--- src/rtl/iop_pkg.sv ---
package iop_pkg;
  localparam int BYTE_W   = 8;
  localparam int BANK_W   = 3;
  localparam int FLOAT_LO = 6;   // first pinless bit
  localparam int NCELL    = 2;   // pinless bits 6 and 7
  localparam int SENSE_B  = 5;   // bit forced low when input

  typedef logic [BYTE_W-1:0] byte_t;

  localparam byte_t RST_LATCH = 8'h3F;
  localparam byte_t RST_PINS  = 8'h3F;
  localparam byte_t PULL_MASK = 8'h17;

  typedef enum logic [1:0] {SEL_DIR, SEL_LATCH, SEL_MEM} sel_e;
endpackage

--- src/rtl/iop_decay_cell.sv ---
module iop_decay_cell #(
  parameter int CW           = 32,
  parameter int DECAY_CYCLES = 350000
) (
  input  logic          clk,
  input  logic          rst_n,
  input  logic [CW-1:0] now,
  input  logic          charge,
  input  logic          charge_val,
  input  logic          consult,
  output logic          value
);
  localparam logic [CW-1:0] SPAN = CW'(DECAY_CYCLES);

  logic          held_q;
  logic          armed_q;
  logic [CW-1:0] expiry_q;
  logic          expired;

  assign expired = armed_q && (now > expiry_q);
  assign value   = expired ? 1'b0 : held_q;

  always_ff @(posedge clk) begin
    if (!rst_n) begin
      held_q   <= 1'b0;
      armed_q  <= 1'b0;
      expiry_q <= '0;
    end else if (charge) begin
      held_q   <= charge_val;
      armed_q  <= 1'b1;
      expiry_q <= now + SPAN;
    end else if (consult && expired) begin
      held_q  <= 1'b0;
      armed_q <= 1'b0;
    end
  end
endmodule

--- src/rtl/iop_bus_route.sv ---
module iop_bus_route
  import iop_pkg::*;
#(
  parameter int AW = 16
) (
  input  logic          cpu_valid,
  input  logic          cpu_we,
  input  logic [AW-1:0] cpu_addr,
  input  byte_t         cpu_wdata,
  input  byte_t         bus_last_byte,
  input  logic          ram_ready,
  input  byte_t         ram_rdata,
  input  byte_t         port_rdata,
  output logic          cpu_ready,
  output byte_t         cpu_rdata,
  output logic          ram_valid,
  output logic          ram_we,
  output logic [AW-1:0] ram_addr,
  output byte_t         ram_wdata,
  output sel_e          sel,
  output logic          xfer
);
  logic need_ram;

  always_comb begin
    if (cpu_addr == '0)            sel = SEL_DIR;
    else if (cpu_addr == AW'(1))   sel = SEL_LATCH;
    else                           sel = SEL_MEM;
  end

  assign need_ram  = cpu_we || (sel == SEL_MEM);
  assign ram_valid = cpu_valid && need_ram;
  assign ram_we    = cpu_we;
  assign ram_addr  = cpu_addr;
  assign ram_wdata = (sel == SEL_MEM) ? cpu_wdata : bus_last_byte;
  assign cpu_ready = need_ram ? ram_ready : 1'b1;
  assign cpu_rdata = (sel == SEL_MEM) ? ram_rdata : port_rdata;
  assign xfer      = cpu_valid && cpu_ready;
endmodule

--- src/rtl/iop_port_core.sv ---
module iop_port_core
  import iop_pkg::*;
#(
  parameter int CW           = 32,
  parameter int DECAY_CYCLES = 350000
) (
  input  logic              clk,
  input  logic              rst_n,
  input  logic [CW-1:0]     now,
  input  logic              wr_dir,
  input  logic              wr_latch,
  input  logic              rd_latch,
  input  byte_t             wval,
  output byte_t             dir_q,
  output byte_t             latch_rd,
  output logic [BANK_W-1:0] bank_sel
);
  byte_t latch_q;
  byte_t pins_q;
  byte_t drive;
  logic [NCELL-1:0] cell_val;

  assign drive    = latch_q | ~dir_q;
  assign bank_sel = drive[BANK_W-1:0];

  always_ff @(posedge clk) begin
    if (!rst_n) begin
      dir_q   <= '0;
      latch_q <= RST_LATCH;
      pins_q  <= RST_PINS;
    end else if (wr_dir) begin
      if (wval != dir_q) begin
        dir_q  <= wval;
        pins_q <= (pins_q & ~wval) | (latch_q & wval);
      end
    end else if (wr_latch) begin
      if (wval != latch_q) begin
        latch_q <= wval;
        pins_q  <= (pins_q & ~dir_q) | (wval & dir_q);
      end
    end
  end

  for (genvar g = 0; g < NCELL; g++) begin : g_cell
    localparam int B = FLOAT_LO + g;
    logic chg, chg_val;
    assign chg     = (wr_dir && dir_q[B] && !wval[B]) || (wr_latch && dir_q[B]);
    assign chg_val = wr_dir ? latch_q[B] : wval[B];
    iop_decay_cell #(.CW(CW), .DECAY_CYCLES(DECAY_CYCLES)) u_cell (
      .clk        (clk),
      .rst_n      (rst_n),
      .now        (now),
      .charge     (chg),
      .charge_val (chg_val),
      .consult    (rd_latch && !dir_q[B]),
      .value      (cell_val[g])
    );
  end

  always_comb begin
    latch_rd = drive & (pins_q | PULL_MASK);
    if (!dir_q[SENSE_B]) latch_rd[SENSE_B] = 1'b0;
    for (int g = 0; g < NCELL; g++) begin
      if (!dir_q[FLOAT_LO + g]) latch_rd[FLOAT_LO + g] = cell_val[g];
    end
  end
endmodule

--- src/rtl/iop_decay_port.sv ---
module iop_decay_port
  import iop_pkg::*;
#(
  parameter int AW           = 16,
  parameter int CW           = 32,
  parameter int DECAY_CYCLES = 350000
) (
  input  logic          clk,
  input  logic          rst_n,
  input  logic          cpu_valid,
  output logic          cpu_ready,
  input  logic          cpu_we,
  input  logic [AW-1:0] cpu_addr,
  input  logic [7:0]    cpu_wdata,
  output logic [7:0]    cpu_rdata,
  input  logic [7:0]    bus_last_byte,
  output logic [2:0]    bank_sel,
  output logic          ram_valid,
  input  logic          ram_ready,
  output logic          ram_we,
  output logic [AW-1:0] ram_addr,
  output logic [7:0]    ram_wdata,
  input  logic [7:0]    ram_rdata
);
  logic [CW-1:0] now_q;
  sel_e  sel;
  logic  xfer;
  byte_t dir_q, latch_rd, port_rdata;

  always_ff @(posedge clk) begin
    if (!rst_n) now_q <= '0;
    else        now_q <= now_q + 1'b1;
  end

  assign port_rdata = (sel == SEL_DIR) ? dir_q : latch_rd;

  iop_bus_route #(.AW(AW)) u_route (
    .cpu_valid     (cpu_valid),
    .cpu_we        (cpu_we),
    .cpu_addr      (cpu_addr),
    .cpu_wdata     (cpu_wdata),
    .bus_last_byte (bus_last_byte),
    .ram_ready     (ram_ready),
    .ram_rdata     (ram_rdata),
    .port_rdata    (port_rdata),
    .cpu_ready     (cpu_ready),
    .cpu_rdata     (cpu_rdata),
    .ram_valid     (ram_valid),
    .ram_we        (ram_we),
    .ram_addr      (ram_addr),
    .ram_wdata     (ram_wdata),
    .sel           (sel),
    .xfer          (xfer)
  );

  iop_port_core #(.CW(CW), .DECAY_CYCLES(DECAY_CYCLES)) u_core (
    .clk      (clk),
    .rst_n    (rst_n),
    .now      (now_q),
    .wr_dir   (xfer && cpu_we && sel == SEL_DIR),
    .wr_latch (xfer && cpu_we && sel == SEL_LATCH),
    .rd_latch (xfer && !cpu_we && sel == SEL_LATCH),
    .wval     (cpu_wdata),
    .dir_q    (dir_q),
    .latch_rd (latch_rd),
    .bank_sel (bank_sel)
  );
endmodule

--- config.mk ---
export PLATFORM = sky130hd
export DESIGN_NAME = iop_decay_port
export DESIGN_NICKNAME = d
export VERILOG_FILES = /design/src/rtl/iop_pkg.sv /design/src/rtl/iop_decay_cell.sv /design/src/rtl/iop_bus_route.sv /design/src/rtl/iop_port_core.sv /design/src/rtl/iop_decay_port.sv
export SDC_FILE = /design/constraint.sdc
export NUM_CORES = 1
export LEC_CHECK = 0
export ABC_CLOCK_PERIOD_IN_PS = 3500
export BUFFER_PORTS_ARGS = -buffer_cell sky130_fd_sc_hd__clkbuf_2
export CAP_MARGIN = 25
export CORE_MARGIN = 2
export CORE_UTILIZATION = 35
export DETAILED_ROUTE_END_ITERATION = 6
export PLACE_DENSITY = 0.56
export SLEW_MARGIN = 25
export SYNTH_ARGS = -nofsm -noshare
export SYNTH_HDL_FRONTEND = slang
export SYNTH_SLANG_ARGS = --single-unit
--- constraint.sdc ---
create_clock -name clk -period 3.5 [get_ports clk]
set_input_delay 0.7 -clock clk [delete_from_list [all_inputs] [get_ports clk]]
set_output_delay 0.7 -clock clk [all_outputs]
set_load 0.02 [all_outputs]
# ---- Word level (Yosys, flattened, before mapping)
# Index checks and enable logic that the tools add are counted.
dict set report classes {
  addsub 2
  magnitude_cmp 2
  eq_ne 6
  mux 23
  n_bitwise 11
  reduce_logical 36
}
# cell n
set ops {}
lappend ops {{32-bit > comparator} 2}
lappend ops {{8-bit two-way mux} 7}
lappend ops {{8-bit bitwise AND} 5}
lappend ops {{32-bit by 1-bit adder with 32-bit output, second input constant} 1}
lappend ops {{32-bit by 19-bit adder with 32-bit output, second input constant} 1}
lappend ops {{8-bit OR} 3}
lappend ops {{1-bit logical AND} 19}
lappend ops {{16-bit by 1-bit equality test with 1-bit output, second input constant} 1}
lappend ops {{16-bit logical NOT} 1}
lappend ops {{8-bit inequality test} 2}
lappend ops {{8-bit NOT} 2}
lappend ops {{1-bit two-way mux} 14}
lappend ops {{2-bit nonzero test} 4}
lappend ops {{3-bit AND reduction} 2}
lappend ops {{1-bit logical NOT} 5}
lappend ops {{2-bit two-way mux} 2}
lappend ops {{1-bit logical OR} 3}
lappend ops {{2-bit by 1-bit equality test with 1-bit output, second input constant} 1}
lappend ops {{2-bit equality test, second input constant} 1}
lappend ops {{2-bit logical NOT} 1}
lappend ops {{2-bit inequality test, second input constant} 1}
lappend ops {{2-bit AND reduction} 1}
lappend ops {{1-bit NOT} 1}
dict set report totals {
  register_bits 124
  input_bits 45
  output_inout_bits 38
}

# ---- Depth between registers and ports, before layout
dict set report logic_depth {
  depth_word 13
  depth_mapped 9
  depth_no_buf 8
}

# ---- Hierarchy
# Synthesis repeated with hierarchy kept, for this count alone.
dict set report unflattened {
  cells_unflattened 1055
  hier_area_um2 8724.6
}
# mod n_inst cells_each area_per_inst_um2
set modules_own_cells {}
lappend modules_own_cells {iop_decay_cell 2 344 2716.4}
lappend modules_own_cells {iop_decay_port 1 187 1606.5}
lappend modules_own_cells {iop_port_core 1 133 1206.2}
lappend modules_own_cells {iop_bus_route 1 47 479.2}

# ---- Worst setup path before layout
# OpenSTA, ideal clock, no wires.
dict set report synth_timing {
  path_kind {input to output}
  from {input port cpu_addr[13]}
  to {output port cpu_ready}
  t_arrival_ns 2.001
  t_required_ns 2.800
  slack_ns 0.799
  cell_stages 5
  cell_sequence {nor3_1 nand4_4 clkbuf_1 clkbuf_1 o21bai_1}
}
dict set report synth_between {
  elab_chain_len 6
  elab_cells_between_ends 7
  classes_between {eq/ne: 2; mux: 3; reduce/logical: 2}
}
# element line
set synth_lines {}
lappend synth_lines {{start: declaration} iop_decay_port.sv:13} ;# input logic [AW-1:0] cpu_addr,
lappend synth_lines {{16-bit by 1-bit equality test with 1-bit output} iop_bus_route.sv:27} ;# else if (cpu_addr == AW'(1)) sel = SEL_LATCH;
lappend synth_lines {{2-bit two-way mux} iop_bus_route.sv:27}
lappend synth_lines {{2-bit two-way mux *} iop_bus_route.sv:26} ;# if (cpu_addr == '0) sel = SEL_DIR;
lappend synth_lines {{2-bit equality test *} iop_bus_route.sv:31} ;# assign need_ram = cpu_we || (sel == SEL_MEM);
lappend synth_lines {{1-bit logical OR *} iop_bus_route.sv:31}
lappend synth_lines {{1-bit two-way mux *} iop_bus_route.sv:36} ;# assign cpu_ready = need_ram ? ram_ready : 1'b1;
lappend synth_lines {{end: declaration} iop_decay_port.sv:11} ;# output logic cpu_ready,
# Every way passes the cells marked *; elsewhere a longest branch is shown, timed or not.

# ---- Worst setup path in the final report
dict set report layout_timing {
  from {register now_q[12]}
  to {output port cpu_rdata[7]}
}
dict set report layout_between {
  elab_chain_len 6
}
# element line
set layout_lines {}
lappend layout_lines {{start: declaration} iop_decay_port.sv:25} ;# logic [CW-1:0] now_q;
lappend layout_lines {{start signal: assignment} iop_decay_port.sv:32} ;# else now_q <= now_q + 1'b1;
lappend layout_lines {{32-bit > comparator} iop_decay_cell.sv:20} ;# assign expired = armed_q && (now > expiry_q);
lappend layout_lines {{1-bit logical AND} iop_decay_cell.sv:20}
lappend layout_lines {{1-bit two-way mux} iop_decay_cell.sv:21} ;# assign value = expired ? 1'b0 : held_q;
lappend layout_lines {{1-bit two-way mux} iop_port_core.sv:64} ;# if (!dir_q[FLOAT_LO + g]) latch_rd[FLOAT_LO + g] = cell_val[g];
lappend layout_lines {{8-bit two-way mux} iop_decay_port.sv:35} ;# assign port_rdata = (sel == SEL_DIR) ? dir_q : latch_rd;
lappend layout_lines {{8-bit two-way mux} iop_bus_route.sv:37} ;# assign cpu_rdata = (sel == SEL_MEM) ? ram_rdata : port_rdata;
lappend layout_lines {{end: declaration} iop_decay_port.sv:15} ;# output logic [7:0] cpu_rdata,
# Every way passes these cells.

==> impl_metrics.csv <==
group,metric,value,unit
drt,postRouteAntennaNets,0,
finish,fin_cells,1303,
sta,hold_viol,0,
power_and_ir_drop,power,3.24,mW
synthesis,yosysTopAreaCell,"dfxtp_1",
drt,dr.pass1.iters,5,
clocking,cts_root_buf,"clkbuf_16",
setup_path,path_delay_family,"compound AO/OA/AOI/OAI gates",
sta,relSlewSlack,0.413,
clocking,cts_hold_buf,0,
flow_run,drv_cap,0,
setup_path,critPathLaunchType,"register",
clocking,worstSkewPairLatency,0.42,ns
placement,placed_cells,1271,
sta,fmax,0.299,GHz
outcome,run_status,"completed",
synthesis,synth_cell_types,66,
synthesis,synth-edff-count,0,
power_and_ir_drop,power_frac_clock,0.517,
setup_path,path_buf_inv,1,
sta,min_period_over_period,0.957,
setup_path,required,2.80,ns
global_routing,first_global_vias,6302,
floorplanning,chipWidth,152,um
setup_path,worstRegToRegCells,8,
setup_path,rr_endpoint,"u_core.g_cell[0].u_cell.expiry_q[26]",
drt,wire_per_inst,15.4,um
drt,num_vias,6636,
sta,maxSlewViolCount,0,
clocking,cts_tree,"built",
power_and_ir_drop,internal_power,2.43,mW
power_and_ir_drop,power_switching,811,uW
power_and_ir_drop,vdd_drop_max,0.000279,V
hold_path,hold_start,"u_core.g_cell[0].u_cell.expiry_q[1]",
drt,remaining_drc_errors,0,
setup_path,crit_chain,"ha_1 > nand4_1 > nor2_1 > a221o_1 > a311o_1 > o211ai_1 > a31o_2 > clkbuf_2",
setup_path,r2r-start,"now_q[4]",
synthesis,syn_nets,1073,
power_and_ir_drop,power_frac_comb,0.059,
synthesis,ys_async_sr_fraction,0,
synthesis,ys_ff_latch,120,
drt,drt_wl_total,20.1,mm
global_routing,antenna_found_initial,0,
hold_path,holdPathEnd,"u_core.g_cell[0].u_cell.expiry_q[1]",
hold_path,hp-class,"reg -> reg",
global_routing,overflow,0,
synthesis,netlist_area,7700,um^2
drt,viasPerCell,5.09,
placement,gp_congestion,0.801,
sta,setup_viol,0,
placement,place_hpwl,14.6,mm
finish,drive_gt1_frac,0.166,
finish,n_antenna_cell,0,
finish,nFillCells,2234,
power_and_ir_drop,seq_power_share,0.424,
finish,area_growth,14.0,%
setup_path,cp_max_fo,9,
setup_path,crit_arrival,2.65,ns
global_routing,grt_max_degree,47,
sta,tns,0,ns
finish,final_common_cell,"nand2_1",
clocking,clk_pin_slew,0.06,ns
synthesis,netlist_top_cells_area,"dfxtp_1 31%, ha_1 11%, nand2_1 5.6%",
power_and_ir_drop,swShare,0.250,
global_routing,grt_pass1_wl,33.1,mm
floorplanning,num_io_pins,83,
setup_path,end_kind,"output pin",
sta,fin_crit,3.35,ns
finish,final_cell_mix,"115 x nand2_1, 111 x dfxtp_1, 96 x nor2_1",
setup_path,max_stage_delay,0.53,ns
synthesis,synth_top_area_frac,0.312,
synthesis,netlist_instances,961,
setup_path,r2r_slack,0.99,ns
clocking,h-tree-depth,4,
drt,drtIter0Drc,289,
floorplanning,die-area,23200,um^2
clocking,clockBufferDepth,2,
power_and_ir_drop,p_leak,3.46,nW
setup_path,crit_type,"reg -> out",
synthesis,synth-seq-area-share,0.312,
sta,tightestPinTransition,0.873,ns
clocking,clock-sinks,120,
setup_path,crit_slowest_cell,"dfxtp_1",
setup_path,crit_cells,8,
power_and_ir_drop,p_per_area,369,nW/um^2
synthesis,yosys_warnings,0,
hold_path,hold_depth,2,
finish,nets,1122,
floorplanning,start_util,0.355,
sta,fin_skew,0.00900,ns
floorplanning,core,21700,um^2
global_routing,grt_usage,0.176,
placement,numPortBuffers,82,
floorplanning,rows,54,
floorplanning,die_y,152,um
clocking,numCtsBuffers,17,
synthesis,synth_area_per_cell,8.01,um^2
synthesis,synth_ff_type,"dfxtp_1",
state kept, by name, summed over array words and instances, names as in the netlist, named ones only:
name,flops
u_core.g_cell.u_cell.expiry_q,64
now_q,32
u_core.dir_q,8
u_core.latch_q,8
u_core.g_cell.u_cell.armed_q,2
u_core.g_cell.u_cell.held_q,2
power groups by stage:
stage / logic [mW] / clock network, mW / registers [mW]
after floorplan: 0.121 / 0 / 1.40
after global placement: 0.191 / 0 / 1.40
after detailed placement: 0.191 / 0 / 1.40
after CTS: 0.191 / 1.72 / 1.37
after global routing: 0.210 / 1.79 / 1.37
final: 0.191 / 1.68 / 1.37
area by class of cell:
| class | count | area, um^2 | area share |
|---|---|---|---|
| Tap cell | 280 | 350 | 0.0399 |
| Inverter | 81 | 305 | 0.0348 |
| Clock buffer | 18 | 439 | 0.0500 |
| Multi-Input combinational cell | 689 | 4580 | 0.522 |
| Clock inverter | 14 | 124 | 0.0141 |
| Timing Repair Buffer | 101 | 566 | 0.0645 |
| Sequential cell | 120 | 2410 | 0.275 |
tightest hold or removal path, cell delays in order (launching register included):
cell and delay (ns):
dfxtp_1 0.31, nand2_1 0.05, a21oi_1 0.05
how the worst max path moves through the flow:
stage	endpoint	start
floorplan	cpu_ready	cpu_addr[13]
global placement	cpu_rdata[7]	now_q[10]
detailed placement	cpu_rdata[6]	now_q[7]
CTS	cpu_rdata[7]	now_q[15]
global route	cpu_rdata[7]	now_q[29]
finish	cpu_rdata[7]	now_q[12]
cell usage after synthesis (15+ instances only):
library cell  instances
a21oi_1              64
buf_4                22
nand3_1              31
dfxtp_1             120
nand2_1             115
a211oi_1             41
clkbuf_1             26
o21ai_0              33
nor3_1               15
inv_1                81
nand4_1              27
xnor2_1              32
ha_1                 67
nor2_1               96
xor2_1               32
metrics by stage:
step / utilization / hold WS (ns) / setup WS (ns) / cell area, um^2
2_1_floorplan: - / 0.432 / 0.799 / 7700
3_3_place_gp: 0.377 / 0.439 / 0.481 / 8180
3_5_place_dp: 0.377 / 0.444 / 0.463 / 8180
4_1_cts: 0.403 / 0.451 / 0.0334 / 8740
5_1_grt: 0.405 / 0.470 / -0.00748 / 8770
6_report: 0.405 / 0.451 / 0.151 / 8770
repair_timing:
item | CTS | global route
setup endpoints to repair | 1 | 2
buffers inserted | 0 | 0
pin swaps | 0 | 1
gates resized for setup | 1 | 12
cloned | 0 | 0
metal layers:
metal | GRT usage | vias up | wire [um]
met4 | 0.0374 | 0 | 185
met1 | 0.239 | 3039 | 9870
met5 | 0 | - | 0
met2 | 0.290 | 163 | 9160
met3 | 0.0370 | 18 | 905
li1 | - | 3416 | -
logic make-up after synthesis:
kind of cell / share of synthesized area
and+or+nand+nor: 0.225
AOI/OAI and AO/OA: 0.168
buffers and inverters: 0.0959
DFF: 0.312
adders and majority gates: 0.109
xor gates and xnor gates: 0.0728
muxes: 0.0171
Note: power is estimated with default switching activity, not from simulation.
